==> src/rtl/mdio_pkg.sv <==
package mdio_pkg;

    localparam int PRE_BITS   = 32;
    localparam int FRAME_BITS = 32;
    localparam int LAST_POS   = PRE_BITS + FRAME_BITS;   // idle bit
    localparam int POS_W      = $clog2(LAST_POS + 1);
    localparam int TA2_POS    = PRE_BITS + 15;
    localparam int DATA_POS   = PRE_BITS + 16;

    localparam logic [4:0] RSVD_PHY = 5'h1F;

    typedef logic [POS_W-1:0]      pos_t;
    typedef logic [FRAME_BITS-1:0] frame_t;

    typedef enum logic [1:0] {
        OPC_WRITE = 2'b01,
        OPC_READ  = 2'b10
    } opcode_e;

    // Returns {output_enable, data} for a bit position of the frame.
    function automatic logic [1:0] bit_out(pos_t pos, frame_t frame, frame_t drive);
        logic [4:0] idx;
        if (pos < pos_t'(PRE_BITS)) begin
            return 2'b11;
        end else if (pos < pos_t'(LAST_POS)) begin
            idx = 5'(FRAME_BITS - 1) - 5'(pos - pos_t'(PRE_BITS));
            return {drive[idx], frame[idx]};
        end
        return 2'b01;
    endfunction

endpackage

==> src/rtl/mdio_mdc_gen.sv <==
module mdio_mdc_gen #(
    parameter int HALF_SLOW = 20,
    parameter int HALF_MID  = 10,
    parameter int HALF_FAST = 5
) (
    input  logic       clk,
    input  logic       rst_n,
    input  logic       run,
    input  logic [1:0] rate,
    output logic       mdc,
    output logic       rise,
    output logic       fall
);
    localparam int HMAX = (HALF_SLOW > HALF_MID) ?
                          ((HALF_SLOW > HALF_FAST) ? HALF_SLOW : HALF_FAST) :
                          ((HALF_MID > HALF_FAST) ? HALF_MID : HALF_FAST);
    localparam int CW = $clog2(HMAX + 1);

    typedef struct packed {
        logic [CW-1:0] cnt;
        logic          mdc;
    } gen_t;

    gen_t          g_d, g_q;
    logic [CW-1:0] half;
    logic          wrap;

    always_comb begin
        case (rate)
            2'b00:   half = CW'(HALF_SLOW);
            2'b01:   half = CW'(HALF_MID);
            default: half = CW'(HALF_FAST);
        endcase
    end

    assign wrap = run && (g_q.cnt == half - CW'(1));
    assign rise = wrap && !g_q.mdc;
    assign fall = wrap && g_q.mdc;
    assign mdc  = g_q.mdc;

    always_comb begin
        g_d = g_q;
        if (!run) begin
            g_d.cnt = '0;
            g_d.mdc = 1'b0;
        end else if (wrap) begin
            g_d.cnt = '0;
            g_d.mdc = !g_q.mdc;
        end else begin
            g_d.cnt = g_q.cnt + CW'(1);
        end
    end

    always_ff @(posedge clk or negedge rst_n) begin
        if (!rst_n) g_q <= '0;
        else        g_q <= g_d;
    end
endmodule

==> src/rtl/mdio_frame_build.sv <==
module mdio_frame_build
    import mdio_pkg::*;
(
    input  logic        is_read,
    input  logic [4:0]  phy,
    input  logic [4:0]  regad,
    input  logic [15:0] wdata,
    output frame_t      frame,
    output frame_t      drive
);
    always_comb begin
        if (is_read) begin
            frame = {2'b01, OPC_READ, phy, regad, 2'b11, 16'hFFFF};
            drive = {{14{1'b1}}, {(FRAME_BITS - 14){1'b0}}};
        end else begin
            frame = {2'b01, OPC_WRITE, phy, regad, 2'b10, wdata};
            drive = '1;
        end
    end
endmodule

==> src/rtl/mdio_mgmt_master.sv <==
module mdio_mgmt_master
    import mdio_pkg::*;
#(
    parameter int HALF_SLOW = 20,
    parameter int HALF_MID  = 10,
    parameter int HALF_FAST = 5
) (
    input  logic        clk,
    input  logic        rst_n,
    input  logic        start,
    input  logic        rd_wr,
    input  logic [4:0]  phy_addr,
    input  logic [4:0]  reg_addr,
    input  logic [15:0] wr_data,
    input  logic        no_preamble,
    input  logic [1:0]  rate_sel,
    input  logic        irq_en,
    output logic [15:0] rd_data,
    output logic        done,
    output logic        rd_err,
    output logic        addr_err,
    output logic        irq,
    output logic        mdc,
    output logic        mdio_o,
    output logic        mdio_oe,
    input  logic        mdio_i
);
    typedef struct packed {
        logic        busy;
        logic        is_read;
        pos_t        pos;
        frame_t      frame;
        frame_t      drive;
        logic [1:0]  rate;
        logic [15:0] shin;
        logic        ta_bad;
        logic [15:0] rd_data;
        logic        rd_err;
        logic        addr_err;
        logic        done;
        logic        mdio_o;
        logic        mdio_oe;
    } state_t;

    state_t st_d, st_q;
    frame_t new_frame, new_drive;
    logic   tick_rise, tick_fall;
    logic   busy_w;

    mdio_mdc_gen #(
        .HALF_SLOW (HALF_SLOW),
        .HALF_MID  (HALF_MID),
        .HALF_FAST (HALF_FAST)
    ) u_mdc (
        .clk   (clk),
        .rst_n (rst_n),
        .run   (st_q.busy),
        .rate  (st_q.rate),
        .mdc   (mdc),
        .rise  (tick_rise),
        .fall  (tick_fall)
    );

    mdio_frame_build u_build (
        .is_read (rd_wr),
        .phy     (phy_addr),
        .regad   (reg_addr),
        .wdata   (wr_data),
        .frame   (new_frame),
        .drive   (new_drive)
    );

    always_comb begin
        st_d      = st_q;
        st_d.done = 1'b0;
        if (!st_q.busy) begin
            if (start) begin
                st_d.rd_err   = 1'b0;
                st_d.addr_err = 1'b0;
                if (phy_addr == RSVD_PHY) begin
                    st_d.addr_err = 1'b1;
                    st_d.done     = 1'b1;
                end else begin
                    st_d.busy    = 1'b1;
                    st_d.is_read = rd_wr;
                    st_d.pos     = no_preamble ? pos_t'(PRE_BITS) : '0;
                    st_d.frame   = new_frame;
                    st_d.drive   = new_drive;
                    st_d.rate    = rate_sel;
                    st_d.ta_bad  = 1'b0;
                end
            end
        end else begin
            if (tick_rise && st_q.is_read) begin
                if (st_q.pos == pos_t'(TA2_POS))
                    st_d.ta_bad = mdio_i;
                if (st_q.pos >= pos_t'(DATA_POS) && st_q.pos < pos_t'(LAST_POS))
                    st_d.shin = {st_q.shin[14:0], mdio_i};
            end
            if (tick_fall) begin
                if (st_q.pos == pos_t'(LAST_POS)) begin
                    st_d.busy = 1'b0;
                    st_d.done = 1'b1;
                    if (st_q.is_read) begin
                        st_d.rd_data = st_q.shin;
                        st_d.rd_err  = st_q.ta_bad;
                    end
                end else begin
                    st_d.pos = st_q.pos + pos_t'(1);
                end
            end
        end
        if (st_d.busy)
            {st_d.mdio_oe, st_d.mdio_o} = bit_out(st_d.pos, st_d.frame, st_d.drive);
        else
            {st_d.mdio_oe, st_d.mdio_o} = 2'b01;
    end

    always_ff @(posedge clk or negedge rst_n) begin
        if (!rst_n) begin
            st_q        <= '0;
            st_q.mdio_o <= 1'b1;
        end else begin
            st_q <= st_d;
        end
    end

    assign busy_w   = st_q.busy;
    assign rd_data  = st_q.rd_data;
    assign done     = st_q.done;
    assign rd_err   = st_q.rd_err;
    assign addr_err = st_q.addr_err;
    assign irq      = st_q.rd_err & irq_en;
    assign mdio_o   = st_q.mdio_o;
    assign mdio_oe  = st_q.mdio_oe;
endmodule

==> config.mk <==
export PLATFORM = sky130hd
export DESIGN_NAME = mdio_mgmt_master
export DESIGN_NICKNAME = d
export VERILOG_FILES = /design/src/rtl/mdio_pkg.sv /design/src/rtl/mdio_mdc_gen.sv /design/src/rtl/mdio_frame_build.sv /design/src/rtl/mdio_mgmt_master.sv
export SDC_FILE = /design/constraint.sdc
export NUM_CORES = 1
export LEC_CHECK = 0
export ABC_AREA = 0
export BUFFER_PORTS_ARGS = -buffer_cell sky130_fd_sc_hd__buf_2
export CAP_MARGIN = 0
export CORE_ASPECT_RATIO = 0.9
export CORE_MARGIN = 5
export CORE_UTILIZATION = 57
export CTS_BUF_LIST = sky130_fd_sc_hd__clkbuf_16
export CTS_CLUSTER_DIAMETER = 50
export CTS_CLUSTER_SIZE = 12
export DETAILED_ROUTE_END_ITERATION = 6
export PLACE_DENSITY = 0.79
export SLEW_MARGIN = 15
export SYNTH_ARGS = -nofsm -noshare
export SYNTH_HDL_FRONTEND = slang
export SYNTH_HIERARCHICAL = 1
export SYNTH_SLANG_ARGS = --single-unit
==> constraint.sdc <==
create_clock -name clk -period 4.6 [get_ports clk]
set_input_delay 0.46 -clock clk [delete_from_list [all_inputs] [get_ports clk]]
set_output_delay 0.46 -clock clk [all_outputs]
set_load 0.02 [all_outputs]
# Word level (Yosys, flattened, before mapping)
# Cells that the tools add are included.
# W data, S select, Z words.
# word_totals
reg_bits	119
latch_bits	0
mem_bits_rw	0
romBits	0
input_bits	35
output_inout_bits	23
elab_cells	96
n_memories	0
# op_classes
n_addsub	5
mul	0
div_mod_pow	0
order_cmp	5
eq_ne	12
shift	0
mux	41
bitwise	3
n_reduce_logical	14
# op_table
operator	count
$mux W75	2
$mux W66	1
$mux W30	1
$mux W1	21
$mux W7	3
$mux W18	1
$lt A7 B7 Y1 const B	2
$mux W6	2
$reduce_and A4 Y1	3
$bmux W1 S5	2
$mux W2	5
$ne A2 B1 Y1 const B	5
$pmux W5 S2	1
$sub A5 B1 Y5 const B	2
$add A7 B1 Y7 const B	1
$eq A7 B6 Y1 const B	1
$eq A7 B7 Y1 const B	1
$ge A7 B6 Y1 const B	1
$lt A7 B6 Y1 const B	1
$lt A5 B6 Y1 const B	1
$reduce_and A3 Y1	2
$add A5 B1 Y5 const B	1
$eq A5 B5 Y1	1
$eq A5 B5 Y1 const B	1
other kinds (12)	18

# Logic depth before layout (Yosys ltp)
# Gate-level depths: netlist (run 1).
# depth
ltp_word	16
depth_mapped	15
mapped_depth_nobuf	14

# By module
# The synthesis (run 1) kept the hierarchy.
# modules_own_cells
module	instances	cells_each	area_per_inst_um2	seq_area_each_um2
mdio_mgmt_master	1	508	5356.4	2829.0
mdio_frame_build	1	67	475.5	0.0
mdio_mdc_gen	1	35	387.9	150.1

# Least setup slack after synthesis (run 1)
# OpenSTA, ideal clock, no wires.
# synth_path
path_kind	register -> register
startpoint	reg st_q[39] (netlist name)
endpoint	reg st_q, in the netlist mdio_oe
setup_ps	128
t_arrival_ps	3478
t_required_ps	4472
setup_slack_ps	994
stages_incl_launch_ff	16
path_buffers	1
period_less_slack_ps	3606
path_cell_list	dfrtp_1 -> or2_2 -> ha_1 -> xor2_1 -> o21ai_1 -> a211oi_4 -> and3_1 -> nor4b_4 -> a2111oi_1 -> a311oi_2 -> inv_2 -> buf_6 -> a311oi_2 -> a22oi_1 -> a41oi_1 -> nand3_1
# synth_rtl
element	line_no	text
start, declared	mdio_mgmt_master.sv:45	state_t st_d, st_q;
start signal, assigned	mdio_mgmt_master.sv:124	st_q <= st_d;

==> parameters.txt, run 1 <==
Parameter                              Value

Synthesis
  Area fraction of the dominant cell type after synthesis ... 47.5%
  Number of enable-type register cells in the synthesized netlist ... 0
  Leading area contributor after synthesis ... dfrtp_1
  Seq/Total Area, Yosys ... 47.9%
  Main flop type after synthesis ... dfrtp_1
  Count of cell types in the netlist ... 65
  Synthesized netlist cell count ... 610
  Netlist area before placement ... 6220 µm²
  FF+latch count, synth ... 119
  Most common cell in the netlist ... nand2_1
  Largest cells by area after synthesis ... dfrtp_1, mux2_2, nand2_1, buf_4, mux2i_1
  Proportion of register bits with asynchronous set or reset after synthesis ... 100%
  Synth top cells by count ... nand2_1, dfrtp_1, buf_4
  Synth warnings ... 6
  Avg Inst Size Synth ... 10.2 µm²

Drt
  Average wire per standard cell ... 17.1 µm
  DR iter-0 viols ... 490
  Sum of met2 wire segment lengths after detailed routing ... 6240 µm
  Residual DRC ... 0
  Drt via density ... 5.61
  Via total after detailed routing ... 4317
  First-pass detailed-route iteration total ... 6
  Wire length on met3 ... 832 µm
  Top layer used by detailed routing ... met4
  Total routed wire length on the met1 layer ... 5630 µm
  Detail Route Antenna Nets ... 0
  Total Routed Length ... 13100 µm

Power
  Total internal power ... 0.00226 W
  Power Dens Cells ... 461 nW/µm²
  Register share of total power ... 37.7%
  Switching power total ... 0.000891 W
  Share of total power in combinational logic ... 17.8%
  Static leakage ... 3.44 nW
  Switching share of power ... 28.2%
  Clock share of power ... 44.5%
  Maximum resistive drop on vdd ... 0.301 mV

Timing
  PnR worst setup slack ... 0.417 ns
  RSZ-0062 raised after global routing ... false
  Slew @ Worst Pin ... 0.943 ns
  Fin Setup TNS ... 0 ns
  Clock skew ... 0.0132 ns
  Post-layout min period ... 4.18 ns
  Max_slew headroom ... 37.1%
  Max Freq ... 239 MHz
  Final-report max-slew violation count ... 0
  Final-report setup violation count ... 0
  Ratio of final minimum period to clock period ... 90.9%
  Endpoints failing hold ... 0

Finish
  Final cell count without fillers ... 769
  Finished Cell Area ... 6840 µm²
  Count of filler cells inserted in the layout ... 843
  Area growth, synth to finish ... 9.94%
  Fraction of the core area covered by cells at the end of the flow ... 63.5%
  Number of nets in the final layout ... 661
  Layout cells sized above 1 ... 26.9%

Critical path
  Worst r2r path cells ... 14
  Critical-path top delay cell ... xnor2_2
  Sort of element at the start of the critical path ... register
  Flop2flop setup slack ... 0.42 ns
  Worst-path cell chain ... or2_2 -> ha_1 -> xor2_1 -> o21ai_1 -> a211oi_4 -> and3_1 -> nand2_1 -> xnor2_2 -> nand3_4 -> clkinv_2 -> mux2i_1 -> mux4_2 -> or3_1 -> nand4_1
  Critical-path maximum fanout ... 15
  Worst Setup Path Type ... reg2reg
  Biggest cell delay along the critical path ... 0.47 ns
  Buffers & Inverters on Critical Path ... 1
  WP data arrival ... 4.54 ns
  Data required time of the worst path ... 4.95 ns
  Crit path capture type ... register
  Gate family responsible for the most delay along the worst path ... simple AND/OR/NAND/NOR gates
  Critical register-to-register path startpoint ... st_q[39]
  RR Endpoint ... mdio_o

Status
  Result of the run ... finished, final reports clean

Clock tree
  Clock-pin slew on the worst setup and hold paths ... 0.06 ns
  Sinks on Clock Net ... 119
  Source-to-sink clock delay at the later pin of the worst-skew pair ... 0.42 ns
  CTS tree ... done
  Post-cts resize count ... 0
  Number of buffers inserted by post-CTS setup repair ... 0
  Maximum count of clock buffers along a single path ... 2
  Root buf cell ... clkbuf_16
  Number of hold-repair buffers added at the cts stage ... 0
  Clock buffers created by TritonCTS ... 17
  H-Tree Level Count ... 4

GRT
  GRT Util Overall ... 21.7%
  Number of antenna violations at the first check in global routing ... 1
  Maximum number of pins on one net before global-route repair ... 73
  Wire length of the first global-routing pass ... 22200 µm
  Vias in the first global route ... 4342
  Overflow left after global routing ... 0

Floorplan
  I/O pin cnt ... 58
  Die Height ... 109 µm
  X dimension of the die ... 120 µm
  # rows ... 36
  Initial Utilization ... 57.8%
  CORE AREA ... 10800 µm²
  Overall die area ... 13100 µm²

Place
  Total instance count after detailed placement ... 736
  Routability congestion estimate ... 0.923
  PortBufs ... 57
  Setup Slack @ Placement ... 0.540 ns
  Area of placed instances ... 6210 µm²
  Post-detail-place hpwl ... 8860 µm

Worst hold path
  Worst min-delay path category ... in2async

Flow run
  Count of maximum capacitance violations ... 0
worst max-delay path by stage:
stage             start      end  slack [ns]  cells after the start
6_report       st_q[39]   mdio_o        0.42                     14
5_1_grt        st_q[39]   mdio_o        0.24                     14
4_1_cts        st_q[39]   mdio_o        0.48                     14
3_5_place_dp   st_q[39]   mdio_o        0.54                     14
3_3_place_gp   st_q[39]   mdio_o        0.70                     14
2_1_floorplan  st_q[39]  mdio_oe        0.99                     15
per-layer routing:
layer,up-vias,GRT usage [%]
met3,43,6.12
met4,0,10.1
li1,2027,-
met1,2084,27.6
met2,163,34.7
met5,-,0
cells in the final DEF (no fill, tap or decap), drive strengths merged, types with 3 or more instances in the layout:
master    n
nand2   152
nor2b     3
o221ai    5
or4       3
nand2b    6
clkinv    8
and3      3
o21ai    16
buf      66
nor3b     5
or3       5
a22oi     3
nand4     5
nor2     11
dfrtp   118
bufinv    4
or2      17
mux2     52
a211oi    3
xnor2     6
conb     17
a21o      4
a21oi     4
a311oi    7
ha        4
xor2      3
inv      14
o211ai    8
mux2i    21
nand3    15
o22ai     3
clkbuf   17
nor3      4
area by class of cell:
| type | count | area, µm² | area share, % |
|---|---|---|---|
| Multi-Input combinational cell | 406 | 2660 | 38.9 |
| Clock buffer | 17 | 425 | 6.22 |
| Sequential cell | 119 | 2980 | 43.6 |
| Tap cell | 133 | 166 | 2.43 |
| Antenna cell | 1 | 2.50 | 0.0366 |
| Inverter | 12 | 46.3 | 0.677 |
| Clock inverter | 15 | 200 | 2.93 |
| Timing Repair Buffer | 66 | 355 | 5.20 |
flip-flops by register name (all words and copies together), names as in the netlist:
register,count
addr_err,1
rd_err,1
done,1
st_q,91
mdio_oe,1
busy_w,1
mdio_o,1
u_mdc/g_q,5
u_mdc/mdc,1
rd_data,16
logic make-up after synthesis:
| kind of cell | share of synthesized area [%] |
|---|---|
| AND/OR/NAND/NOR | 17.9 |
| flip-flops | 47.9 |
| buffers and inverters | 10.3 |
| multiplexers | 13.2 |
| AO/OA/AOI/OAI | 8.41 |
| XOR/XNOR | 1.39 |
| adder cells (fa/ha/maj) | 0.805 |
| other | 0.121 |
power by group through the flow:
stage | clock network, W | logic (W) | registers [W]
after floorplan | 0 | 0.000437 | 0.00119
after detailed placement | 0 | 0.000544 | 0.00121
after CTS | 0.00142 | 0.000553 | 0.00119
final | 0.00140 | 0.000560 | 0.00119
after global placement | 0 | 0.000519 | 0.00120
after global routing | 0.00147 | 0.000607 | 0.00120
through the flow:
stage                     total power, W  hold slack (ns)
after detailed placement         0.00175            0.462
after floorplan                  0.00163            0.164
final                            0.00316            0.143
after global placement           0.00172            0.459
after global routing             0.00328            0.188
after CTS                        0.00316            0.150
Power figures use the tool's default switching activity.
==> run 2, diff against run 1 <==
--- a/config.mk
+++ b/config.mk
@@ -15,7 +15,7 @@
 export CTS_CLUSTER_DIAMETER = 50
 export CTS_CLUSTER_SIZE = 12
 export DETAILED_ROUTE_END_ITERATION = 6
-export PLACE_DENSITY = 0.79
+export PLACE_DENSITY = 0.75
 export SLEW_MARGIN = 15
 export SYNTH_ARGS = -nofsm -noshare
 export SYNTH_HDL_FRONTEND = slang
==> run 2 against run 1 <==
Wire length fell by 2.5%. Clock skew fell by 0.0025 ns. Cell count fell by 0.78%. First-iteration DRC count fell by 24%. Maximum frequency fell by 2.1%. Combinational power fell by 3%. Total power fell by 0.87%. Register-to-register slack got worse by 0.09 ns. Largest power group unchanged. Highest routed layer unchanged.
==> parameters.txt, run 2 (synthesis gave the netlist of run 1 again) <==
Parameter                              Value

Status
  Result of the run ... finished, final reports clean

Flow run
  Count of maximum capacitance violations ... 0

Worst hold path
  Worst min-delay path category ... in2async

Timing
  Final-report max-slew violation count ... 0
  PnR worst setup slack ... 0.328 ns
  Slew @ Worst Pin ... 1.06 ns
  Max_slew headroom ... 29.1%
  Fin Setup TNS ... 0 ns
  Ratio of final minimum period to clock period ... 92.9%
  Clock skew ... 0.0107 ns
  RSZ-0062 raised after global routing ... false
  Final-report setup violation count ... 0
  Max Freq ... 234 MHz
  Worst Hold Slack ... 0.105 ns
  Endpoints failing hold ... 0
  Post-layout min period ... 4.27 ns

Critical path
  Sort of element at the start of the critical path ... register
  Worst Setup Path Type ... reg2reg
  Worst-path cell chain ... or2_2 -> ha_1 -> xor2_1 -> o21ai_1 -> a211oi_4 -> and3_1 -> nand2_1 -> xnor2_1 -> o221ai_1 -> a311oi_1 -> o21ai_0 -> a41oi_1 -> nand3_1
  Critical-path maximum fanout ... 14
  Biggest cell delay along the critical path ... 0.82 ns
  Data required time of the worst path ... 4.89 ns
  WP data arrival ... 4.56 ns
  Crit path capture type ... register
  Critical-path top delay cell ... xnor2_1

GRT
  GRT Util Overall ... 20.6%
  Vias in the first global route ... 4232
  Overflow left after global routing ... 0
  Met2 Usage GRT ... 33.4%
  Met3 track demand over resource ... 5.76%
  Maximum number of pins on one net before global-route repair ... 85
  Routing layer with the top usage in global route ... met2
  Number of antenna violations at the first check in global routing ... 0
  GRT met1 Usage ... 26.9%
  Wire length of the first global-routing pass ... 21200 µm

Drt
  Detail Route Antenna Nets ... 0
  Total Routed Length ... 12800 µm
  First-pass detailed-route iteration total ... 5
  Residual DRC ... 0
  DR iter-0 viols ... 372
  Via total after detailed routing ... 4293
  Drt via density ... 5.63
  Average wire per standard cell ... 16.8 µm

Finish
  Antenna diode instance count ... 0
  Flip-flop count of the largest register after layout ... 91
  Count of filler cells inserted in the layout ... 831
  Most frequent standard cell in the layout excluding fill and tap cells ... nand2_1
  Sequential cell area in the final layout ... 2980 µm²
  Commonest non-fill, non-tap cells in the layout ... nand2_1, dfrtp_1, buf_2, mux2_2, mux2i_1
  Number of nets in the final layout ... 657
  Final cell count without fillers ... 763
  Fraction of the core area covered by cells at the end of the flow ... 63.2%
  Multi-input logic area ... 2660 µm²
  Register with the most flip-flops ... st_q
  Area growth, synth to finish ... 9.35%
  Layout cells sized above 1 ... 25.7%

Clock tree
  Root buf cell ... clkbuf_16
  Number of buffers inserted by post-CTS setup repair ... 0
  Post-cts resize count ... 0
  Sinks on Clock Net ... 119
  Clock-pin slew on the worst setup and hold paths ... 0.05 ns
  H-Tree Level Count ... 4
  Maximum count of clock buffers along a single path ... 2
  Source-to-sink clock delay at the later pin of the worst-skew pair ... 0.42 ns
  Number of hold-repair buffers added at the cts stage ... 0
  Clock buffers created by TritonCTS ... 17
  CTS tree ... done

Place
  Total instance count after detailed placement ... 732
  Post-detail-place hpwl ... 8480 µm
  PortBufs ... 57
  Setup Slack @ Placement ... 0.477 ns
  Routability congestion estimate ... 0.932

Floorplan
  I/O pin cnt ... 58
  Die Height ... 109 µm
  # rows ... 36
  CORE AREA ... 10800 µm²
  Initial Utilization ... 57.8%
  Overall die area ... 13100 µm²
  X dimension of the die ... 120 µm

Power
  Maximum resistive drop on vdd ... 0.342 mV
  Power Dens Cells ... 460 nW/µm²
  Static leakage ... 3.43 nW
[run 2: changes by cell type in the layout (fill, tap and decap cells not counted), sizes merged]
cell    previous run  this run
buf               66        62
clkinv             8         6
bufinv             4         5
diode              1         0
[run 2: final cells by class]
| cell class | instances | area share (%) |
|---|---|---|
| clock inverter | 14 | 2.81 |
| timing repair buffer | 62 | 4.84 |
| sequential | 119 | 43.8 |
| multi-input combinational | 406 | 39.2 |
| clock buffer | 17 | 6.25 |
| inverter | 12 | 0.681 |
| tap | 133 | 2.45 |
[run 2: routing by layer]
metal  share of wire (%)  routed length [µm]
met5                   0                   0
met1                  44                5580
met4                 1.8                 235
met2                  48                6090
met3                 7.1                 907
[run 2: path summary, 6_finish.rpt]
kind	slack, ns	start	depth (start not counted)	end
max	0.33	st_q[39]	13	mdio_oe
min	0.11	rst_n	1	u_mdc/g_q[1]
max reg2reg	0.33	st_q[39]	13	mdio_oe
min reg2reg	0.48	st_q[42]	2	st_q[42]
max in group asynchronous	3.54	rst_n	2	st_q[109]
min in group clk	0.24	reg_addr[0]	3	st_q[90]
[run 2: critical path: cells and delay by family, from the launching register on]
family	cells	cell delay (ns)
compound gates	6	1.49
xor+xnor	2	0.97
simple gates	4	0.95
flops	1	0.44
fa+ha+maj	1	0.29
[run 2: stage by stage]
stage / total power [W] / cell area, µm²
final: 0.00313 / 6800
after floorplan: 0.00163 / 6280
after CTS: 0.00314 / 6800
after global placement: 0.00171 / 6180
after global routing: 0.00327 / 6800
after detailed placement: 0.00174 / 6180
[run 2: report_power, final]
part | internal [W] | switching, W | total [W]
Clock | 0.000943 | 0.000451 | 0.00139
Combinational | 0.000231 | 0.000312 | 0.000543
Sequential | 0.00112 | 0.0000720 | 0.00119
Total | 0.00229 | 0.000835 | 0.00313
==> run 3, diff against run 2 <==
--- a/config.mk
+++ b/config.mk
@@ -16,6 +16,7 @@
 export CTS_CLUSTER_SIZE = 12
 export DETAILED_ROUTE_END_ITERATION = 6
 export PLACE_DENSITY = 0.75
+export RECOVER_POWER = 50
 export SLEW_MARGIN = 15
 export SYNTH_ARGS = -nofsm -noshare
 export SYNTH_HDL_FRONTEND = slang
==> run 3 against run 2 <==
The run now ends with max-capacitance violations, max-slew violations left. Highest routed layer unchanged. First-iteration DRC count unchanged. Largest power group unchanged. Wire length down 0.45%. Clock power about the same. Worst setup slack worse by 0.025 ns. Die area unchanged. Cell count unchanged. Total power about the same. Sequential share of layout area up 0.097 points.
==> parameters.txt, run 3 (synthesis gave the netlist of run 1 again) <==
Parameter                              Value

Drt
  Residual DRC ... 0
  DR iter-0 viols ... 372
  Average wire per standard cell ... 16.7 µm
  Drt via density ... 5.60
  Via total after detailed routing ... 4273
  Detail Route Antenna Nets ... 0
  Total Routed Length ... 12800 µm
  First-pass detailed-route iteration total ... 5

Floorplan
  CORE AREA ... 10800 µm²
  Overall die area ... 13100 µm²
  X dimension of the die ... 120 µm
  I/O pin cnt ... 58
  Initial Utilization ... 57.8%
  Die Height ... 109 µm
  # rows ... 36

Clock tree
  Sinks on Clock Net ... 119
  CTS tree ... done
  Number of buffers inserted by post-CTS setup repair ... 0
  Post-cts resize count ... 0
  Root buf cell ... clkbuf_16
  Number of hold-repair buffers added at the cts stage ... 0
  Maximum count of clock buffers along a single path ... 2
  Clock buffers created by TritonCTS ... 17
  H-Tree Level Count ... 4
  Clock-pin slew on the worst setup and hold paths ... 0.05 ns
  Source-to-sink clock delay at the later pin of the worst-skew pair ... 0.42 ns

Power
  Static leakage ... 3.38 nW
  Maximum resistive drop on vdd ... 0.342 mV
  Power Dens Cells ... 461 nW/µm²

GRT
  Wire length of the first global-routing pass ... 21200 µm
  Number of antenna violations at the first check in global routing ... 0
  Vias in the first global route ... 4232
  Maximum number of pins on one net before global-route repair ... 85
  GRT Util Overall ... 20.6%
  Overflow left after global routing ... 0

Timing
  Max_slew headroom ... -143%
  Post-layout min period ... 4.30 ns
  RSZ-0062 raised after global routing ... false
  Ratio of final minimum period to clock period ... 93.4%
  Final-report max-slew violation count ... 85
  Max Freq ... 233 MHz
  Final-report setup violation count ... 0
  Slew @ Worst Pin ... 3.65 ns
  Endpoints failing hold ... 0
  Clock skew ... 0.0105 ns
  Fin Setup TNS ... 0 ns

Critical path
  Critical-path top delay cell ... xnor2_1
  Critical-path maximum fanout ... 14
  WP data arrival ... 4.58 ns
  Worst Setup Path Type ... reg2reg
  Crit path capture type ... register
  Sort of element at the start of the critical path ... register
  Worst-path cell chain ... or2_2 -> ha_1 -> xor2_1 -> o21ai_1 -> a211oi_4 -> and3_1 -> nand2_1 -> xnor2_1 -> o221ai_1 -> a311oi_1 -> o21ai_0 -> a41oi_1 -> nand3_1
  Data required time of the worst path ... 4.89 ns
  Biggest cell delay along the critical path ... 0.80 ns

Place
  Post-detail-place hpwl ... 8480 µm
  Routability congestion estimate ... 0.932
  PortBufs ... 57
  Total instance count after detailed placement ... 732

Finish
  Antenna diode instance count ... 0
  Area growth, synth to finish ... 9.11%
  Flip-flop count of the largest register after layout ... 91
  Final cell count without fillers ... 763
  Multi-input logic area ... 2660 µm²
  Commonest non-fill, non-tap cells in the layout ... nand2_1, dfrtp_1, mux2_2, buf_2, mux2i_1
  Layout cells sized above 1 ... 24.0%
  Count of filler cells inserted in the layout ... 834
  Sequential cell area in the final layout ... 2980 µm²
  Register with the most flip-flops ... st_q
  Most frequent standard cell in the layout excluding fill and tap cells ... nand2_1
  Number of nets in the final layout ... 657

Status
  Violated checks ... max-capacitance violations, max-slew violations
  Result of the run ... finished with violations

Worst hold path
  Worst min-delay path category ... in2reg

Flow run
  Count of maximum capacitance violations ... 1
-- run 3: cell count changes in the layout (fill, tap and decap cells not counted), sizes merged --
| cell | delta |
|---|---|
| dlygate4sd2 | +1 |
| buf | -11 |
| clkbuf | +10 |
-- run 3: cell type report --
type / count / area share [%]
repair buffers: 62 / 4.63
inverters: 12 / 0.682
clock buffers: 17 / 6.27
clock inverters: 14 / 2.82
flip-flops and latches: 119 / 43.9
multi-input cells: 406 / 39.3
well taps: 133 / 2.45
-- run 3: worst max-delay path: cells and delay by family (launching register included) --
kind	cells	cell delay, ns
AO/OA/AOI/OAI	6	1.53
XOR/XNOR	2	0.94
adder cells (fa/ha/maj)	1	0.29
flip-flops	1	0.44
AND/OR/NAND/NOR	4	0.95
-- run 3: power by group --
part / switching, W / total (W) / internal, W
Clock: 0.000451 / 0.00139 / 0.000943
Combinational: 0.000310 / 0.000541 / 0.000230
Sequential: 0.0000715 / 0.00119 / 0.00112
Total: 0.000833 / 0.00313 / 0.00229
-- run 3: per-layer routing --
metal / routed length, µm / part of all wire (%) / up-vias / global-route usage [%]
met1: 5670 / 44 / 2067 / 26.9
met4: 210 / 1.6 / 0 / 7.20
met2: 6060 / 47 / 163 / 33.4
met3: 819 / 6.4 / 25 / 5.76
met5: 0 / 0 / - / 0
li1: - / - / 2018 / -
-- run 3: per-stage QoR --
stage | area (µm²) | power (W) | setup slack, ns | hold WS (ns) | utilization, %
final | 6790 | 0.00313 | 0.304 | 0.239 | 63.0
after global routing | 6790 | 0.00327 | 0.0342 | 0.242 | 63.0
after CTS | 6800 | 0.00314 | 0.405 | 0.225 | 63.1
after detailed placement | 6180 | 0.00174 | 0.477 | 0.463 | 57.4
after global placement | 6180 | 0.00171 | 0.673 | 0.458 | 57.4
after floorplan | 6280 | 0.00163 | 0.994 | 0.164 | -
-- run 3: worst paths after layout --
| kind | startpoint | to | slack (ns) | cells after the start |
|---|---|---|---|---|
| max in group asynchronous | rst_n | st_q[80] | 1.09 | 1 |
| min in group asynchronous | rst_n | u_mdc/g_q[1] | 1.46 | 1 |
| min reg2reg | st_q[42] | st_q[42] | 0.48 | 2 |
| max reg2reg | st_q[39] | mdio_oe | 0.30 | 13 |
| min | reg_addr[0] | st_q[90] | 0.24 | 3 |
| max | st_q[39] | mdio_oe | 0.30 | 13 |
